`src/rtl/dbo_pkg.sv`:
```
package dbo_pkg;
  typedef enum logic {HS_LEVEL = 1'b0, HS_PULSE = 1'b1} hs_mode_e;
  typedef enum logic {ST_ROOM = 1'b0, ST_DRAINED = 1'b1} stat_mode_e;
endpackage

```
`src/rtl/dbo_ack_sync.sv`:
```
module dbo_ack_sync #(
  parameter int unsigned STAGES = 2
) (
  input  logic clk_i,
  input  logic rst_ni,
  input  logic ack_i,
  output logic edge_o
);
  logic [STAGES-1:0] sync_q;
  logic              last_q;

  always_ff @(posedge clk_i or negedge rst_ni) begin
    if (!rst_ni) begin
      sync_q <= '0;
      last_q <= 1'b0;
    end else begin
      sync_q <= {sync_q[STAGES-2:0], ack_i};
      last_q <= sync_q[STAGES-1];
    end
  end

  assign edge_o = sync_q[STAGES-1] & ~last_q;
endmodule

```
`src/rtl/dbo_buffer.sv`:
```
module dbo_buffer #(
  parameter int unsigned DATA_W = 8
) (
  input  logic                clk_i,
  input  logic                rst_ni,
  input  logic                wr_en_i,
  input  logic                wr_sel_i,
  input  logic [DATA_W-1:0]   wr_data_i,
  input  logic                pair_i,
  input  logic                pop_i,
  output logic [2*DATA_W-1:0] fin_data_o,
  output logic                fin_v_o,
  output logic                ini_v_o,
  output logic                load_o,
  output logic                ovf_o
);
  localparam int unsigned EW = 2 * DATA_W;

  logic [DATA_W-1:0] hold_q;
  logic [EW-1:0]     fin_q, ini_q, entry;
  logic              fin_v_q, ini_v_q, ovf_q;
  logic              push, stay_fin, drop, take;

  assign push     = wr_en_i & (~pair_i | wr_sel_i);
  assign entry    = pair_i ? {hold_q, wr_data_i} : {{DATA_W{1'b0}}, wr_data_i};
  assign stay_fin = fin_v_q & ~pop_i;
  assign drop     = push & stay_fin & ini_v_q;
  assign take     = push & ~drop;
  assign load_o   = ~stay_fin & (ini_v_q | take);

  always_ff @(posedge clk_i or negedge rst_ni) begin
    if (!rst_ni) begin
      hold_q  <= '0;
      fin_q   <= '0;
      ini_q   <= '0;
      fin_v_q <= 1'b0;
      ini_v_q <= 1'b0;
      ovf_q   <= 1'b0;
    end else begin
      if (wr_en_i & pair_i & ~wr_sel_i) hold_q <= wr_data_i;
      if (drop) ovf_q <= 1'b1;
      if (stay_fin) begin
        if (!ini_v_q && take) begin
          ini_q   <= entry;
          ini_v_q <= 1'b1;
        end
      end else if (ini_v_q) begin
        // advance waiting entry, refill behind it
        fin_q   <= ini_q;
        fin_v_q <= 1'b1;
        ini_v_q <= take;
        if (take) ini_q <= entry;
      end else begin
        fin_v_q <= take;
        if (take) fin_q <= entry;
      end
    end
  end

  assign fin_data_o = fin_q;
  assign fin_v_o    = fin_v_q;
  assign ini_v_o    = ini_v_q;
  assign ovf_o      = ovf_q;
endmodule

```
`src/rtl/dbo_strobe.sv`:
```
module dbo_strobe #(
  parameter int unsigned PULSE_CYCLES = 4
) (
  input  logic clk_i,
  input  logic rst_ni,
  input  logic hs_en_i,
  input  logic pulse_i,
  input  logic fin_v_i,
  input  logic load_i,
  input  logic edge_i,
  output logic strobe_o
);
  import dbo_pkg::*;
  localparam int unsigned CW = $clog2(PULSE_CYCLES + 1);

  logic [CW-1:0] cnt_q;
  logic          in_window;
  hs_mode_e      mode;

  assign mode      = hs_mode_e'(pulse_i);
  assign in_window = cnt_q < CW'(PULSE_CYCLES);

  always_ff @(posedge clk_i or negedge rst_ni) begin
    if (!rst_ni)                               cnt_q <= '0;
    else if (load_i)                           cnt_q <= '0;
    else if (hs_en_i && fin_v_i && in_window)  cnt_q <= cnt_q + 1'b1;
  end

  assign strobe_o = hs_en_i & fin_v_i & ~edge_i & ((mode == HS_LEVEL) | in_window);
endmodule

```
`src/rtl/dbo_out_port.sv`:
```
module dbo_out_port #(
  parameter int unsigned DATA_W       = 8,
  parameter int unsigned SYNC_STAGES  = 2,
  parameter int unsigned PULSE_CYCLES = 4
) (
  input  logic                clk_i,
  input  logic                rst_ni,
  input  logic                wr_en_i,
  input  logic                wr_sel_i,
  input  logic [DATA_W-1:0]   wr_data_i,
  input  logic                pair_mode_i,
  input  logic                pulse_mode_i,
  input  logic                hs_en_i,
  input  logic                stat_sel_i,
  input  logic                dma_en_i,
  input  logic                dma_out_side_i,
  input  logic                ack_i,
  output logic [2*DATA_W-1:0] port_o,
  output logic                strobe_o,
  output logic                room_stat_o,
  output logic                strobe_stat_o,
  output logic                dma_req_o,
  output logic                ovf_o
);
  import dbo_pkg::*;

  logic       ack_edge, pop, fin_v, ini_v, load;
  stat_mode_e smode;

  dbo_ack_sync #(.STAGES(SYNC_STAGES)) u_sync (
    .clk_i(clk_i), .rst_ni(rst_ni), .ack_i(ack_i), .edge_o(ack_edge)
  );

  assign pop = ack_edge & hs_en_i & fin_v;

  dbo_buffer #(.DATA_W(DATA_W)) u_buf (
    .clk_i(clk_i), .rst_ni(rst_ni), .wr_en_i(wr_en_i), .wr_sel_i(wr_sel_i),
    .wr_data_i(wr_data_i), .pair_i(pair_mode_i), .pop_i(pop),
    .fin_data_o(port_o), .fin_v_o(fin_v), .ini_v_o(ini_v),
    .load_o(load), .ovf_o(ovf_o)
  );

  dbo_strobe #(.PULSE_CYCLES(PULSE_CYCLES)) u_stb (
    .clk_i(clk_i), .rst_ni(rst_ni), .hs_en_i(hs_en_i), .pulse_i(pulse_mode_i),
    .fin_v_i(fin_v), .load_i(load), .edge_i(ack_edge), .strobe_o(strobe_o)
  );

  assign smode         = stat_mode_e'(stat_sel_i);
  assign room_stat_o   = (smode == ST_DRAINED) ? ~(fin_v | ini_v) : ~(fin_v & ini_v);
  assign strobe_stat_o = 1'b0;
  assign dma_req_o     = dma_en_i & dma_out_side_i & ~(fin_v & ini_v);
endmodule

```
`config.mk`:
```
export PLATFORM = sky130hd
export DESIGN_NAME = dbo_out_port
export DESIGN_NICKNAME = d
export VERILOG_FILES = /design/src/rtl/dbo_pkg.sv /design/src/rtl/dbo_ack_sync.sv /design/src/rtl/dbo_buffer.sv /design/src/rtl/dbo_strobe.sv /design/src/rtl/dbo_out_port.sv
export SDC_FILE = /design/constraint.sdc
export NUM_CORES = 1
export LEC_CHECK = 0
export BUFFER_PORTS_ARGS = -buffer_cell sky130_fd_sc_hd__buf_4
export CAP_MARGIN = 25
export CORE_AREA = 5 5 86 88
export DETAILED_ROUTE_END_ITERATION = 8
export DIE_AREA = 0 0 91 93
export GPL_TIMING_DRIVEN = 0
export PLACE_DENSITY_LB_ADDON = 0.08
export SETUP_SLACK_MARGIN = 0.2
export SYNTH_ARGS = -nofsm -noshare
export SYNTH_HDL_FRONTEND = slang
export SYNTH_SLANG_ARGS = --single-unit
export TNS_END_PERCENT = 10
```
`constraint.sdc`:
```
create_clock -name clk_i -period 2.37 [get_ports clk_i]
set_input_delay 0.474 -clock clk_i [delete_from_list [all_inputs] [get_ports clk_i]]
set_output_delay 0.474 -clock clk_i [all_outputs]
set_load 0.01 [all_outputs]
```
==> impl_metrics.csv <==
group,metric,value,unit
outcome,outcome,"complete, no violations",
cts,insertion_delay,0.29,ns
cells_and_area,drive_gt1_share,42.5,%
synthesis,syn-instance-count,168,
drt,antenna_left,0,
power_and_ir_drop,power,0.00263,W
synthesis,synth_seq_cells,49,
drt,post-route-drc-count,0,
drt,num_vias,1375,
global_route,track_usage,10.6,%
synthesis,seq_area_frac_synth,55.8,%
floorplanning,start_util,33.5,%
sta,finalMaxSlewViolations,0,
place,port_buffers,38,
power_and_ir_drop,netSwitchingPower,0.000727,W
synthesis,synth_area_leaders,"dfrtp_1, mux2_2, mux2i_1",
synthesis,netlist.area_leader.share,55.8,%
sta,finalCritPeriodShare,81.0,%
global_route,grt_overflow_total,0,
cts,clkTransAtPathRegs,0.08,ns
floorplanning,core_area,6570,um2
cells_and_area,fillers,625,
cells_and_area,regArea,1230,um2
drt,via_per_inst,4.68,
power_and_ir_drop,power.density,973,nW/um2
synthesis,syn_nets,188,
cts,cts-root-buf,"clkbuf_8",
cts,post_cts_buffers,0,
sta,setup_tns,0,ns
global_route,grt_pass1_vias,1473,
cts,ctsResizeCount,0,
critical_path,critPathRequiredTime,1.90,ns
synthesis,yosysMostFrequentCell,"dfrtp_1",
critical_path,crit_fanout,10,
global_route,antenna_found_initial,0,
power_and_ir_drop,p_sw_share,27.6,%
cts,cts_tree,"built",
sta,fmax,0.521,GHz
global_route,grt_pass1_wl,7250,um
cts,clock_path_buffers,2,
synthesis,ys_warn_count,0,
drt,drtPass1Iterations,4,
place,dpl.cell_count,286,
floorplanning,die_x,91,um
power_and_ir_drop,ir_drop,344,uV
cells_and_area,multi_input_area,826,um2
critical_path,cp_num_buf_inv,3,
critical_path,cp_cell_sequence,"clkbuf_8, clkbuf_2, a21o_1, o21ai_0, buf_4",
place,gp_congestion,0.689,
sta,hold_viol_final,0,
synthesis,synth_edf_count,0,
synthesis,synth_top_flop_cell,"dfrtp_1",
drt,wl_per_cell,14.3,um
synthesis,syn_area_per_cell,13.1,um2
drt,wl,4200,um
sta,setup_viol,0,
place,place_area,2580,um2
power_and_ir_drop,pwr-share-comb,28.9,%
synthesis,syn_area,2200,um2
sta,clock_skew,0.00556,ns
global_route,grt_max_degree,50,
cells_and_area,area_growth,22.9,%
sta,setup_ws,0.451,ns
worst_hold_path,hold_path_class,"input port to asynchronous set/reset pin",
synthesis,ys_top_cells_by_count,"dfrtp_1, mux2_2, inv_1",
floorplanning,io_pins,40,
flow_run,drv_cap,0,
power_and_ir_drop,intPower,0.00190,W
drt,drt_iter0_drc,75,
synthesis,yosys.cell_types.count,33,
synthesis,synthArstFlopShare,100,%
floorplanning,rows,30,
floorplanning,die_h,93,um
critical_path,startpoint_type,"flip-flop",
sta,worstMarginPinSlew,0.688,ns
cells_and_area,diodes,0,
cells_and_area,nNetsFinal,233,
critical_path,crit_family,"buffers and inverters",
cts,cts_made_buffers,5,
critical_path,slowest_stage,"dfrtp_1",
cts,hold_buffers,0,
sta,relSlewSlack,54.1,%
cts,cts.sinks,49,
critical_path,crit_arrival,1.45,ns
power_and_ir_drop,p_clk_share,23.0,%
cts,cts_max_level,2,
power_and_ir_drop,pwr-share-seq,48.1,%
place,hpwl,3080,um
cells_and_area,fin_area,2700,um2
sta,rsz0062_at_grt,"no",
place,dp_slack,0.257,ns
power_and_ir_drop,p_leak,1.23,nW
critical_path,critPathMaxStageDelay,0.37,ns
floorplanning,dieArea,8460,um2
cells_and_area,stdcell_count,294,
critical_path,crit_type,"flip-flop to primary output",
synthesis,synth_top_area_cell,"dfrtp_1",
critical_path,end_kind,"primary output",
sta,post-route-min-period,1.92,ns
layout by cell type (no fill, tap or decap), types with 2 or more instances in the layout:
cell	synthesis	routed
mux2i_1	8	8
buf_4	1	39
dfrtp_1	49	49
clkbuf_8	2	8
clkbuf_1	2	2
a21boi_4	2	2
mux2_4	2	2
inv_1	18	18
nand2_1	12	12
nor2_1	3	3
a21oi_1	2	2
a22oi_1	8	8
o21ai_0	10	10
mux2_2	30	30
sequential cells by signal, indices dropped and copies added, names as in the netlist:
register	flops
u_buf.hold_q	8
u_sync.last_q	1
u_buf.ini_q	16
u_buf.fin_v_o	1
u_buf.fin_data_o	16
u_buf.ini_v_o	1
u_buf.ovf_o	1
u_sync.sync_q	2
u_stb.cnt_q	3
cells by family (layout without fill, tap and decap cells):
family                   count (synthesis)  in the layout  synth area share [%]
AO/OA/AOI/OAI                           29             29                  10.9
multiplexers                            40             40                  20.4
XOR/XNOR                                 1              1                 0.398
buffers and inverters                   26             72                  6.66
flip-flops                              49             49                  55.8
adder cells (fa/ha/maj)                  2              2                  1.02
other                                    1              1                 0.171
AND/OR/NAND/NOR                         20             20                  4.72
power by group through the flow:
stage	Clock [W]	Sequential [W]	Combinational (W)
2_1_floorplan	0	0.00131	0.000401
3_3_place_gp	0	0.00127	0.000753
3_5_place_dp	0	0.00128	0.000774
4_1_cts	0.000637	0.00127	0.000777
5_1_grt	0.000660	0.00131	0.000841
6_report	0.000605	0.00126	0.000759
layout make-up:
cell class,count,area share [%]
clock inverters,1,1.11
inverters,18,2.50
plain buffers,8,2.96
multi-input cells,93,30.6
well taps,80,3.71
repair buffers,38,10.6
flip-flops and latches,49,45.4
clock buffers,7,3.20
per-stage QoR:
step                      utilization [%]  hold WS (ns)
after floorplan                         -         0.178
after global placement               39.3         0.333
after detailed placement             39.3         0.340
after CTS                            41.1         0.207
after global routing                 41.1         0.242
final                                41.1         0.182
final timing paths:
| check | from | to | slack (ns) | cells past startpoint |
|---|---|---|---|---|
| max in group asynchronous | rst_ni | u_buf.ovf_o | 1.76 | 1 |
| worst min-delay path | rst_ni | u_sync.sync_q[0] | 0.18 | 1 |
| min in group clk_i | ack_i | u_sync.sync_q[0] | 0.28 | 1 |
| worst min register to register | u_sync.sync_q[0] | u_sync.sync_q[1] | 0.36 | 0 |
| worst max-delay path | u_buf.ini_v_o | room_stat_o | 0.45 | 5 |
| worst max register to register | u_sync.last_q | u_buf.ini_q[7] | 0.57 | 6 |
routing by layer:
metal	vias up	GRT usage, %	routed length [um]
met5	-	0	0
met4	0	3.67	65
met3	5	3.46	241
met2	31	16.6	1970
met1	677	13.8	1930
li1	662	-	-
Power figures use the tool's default switching activity.
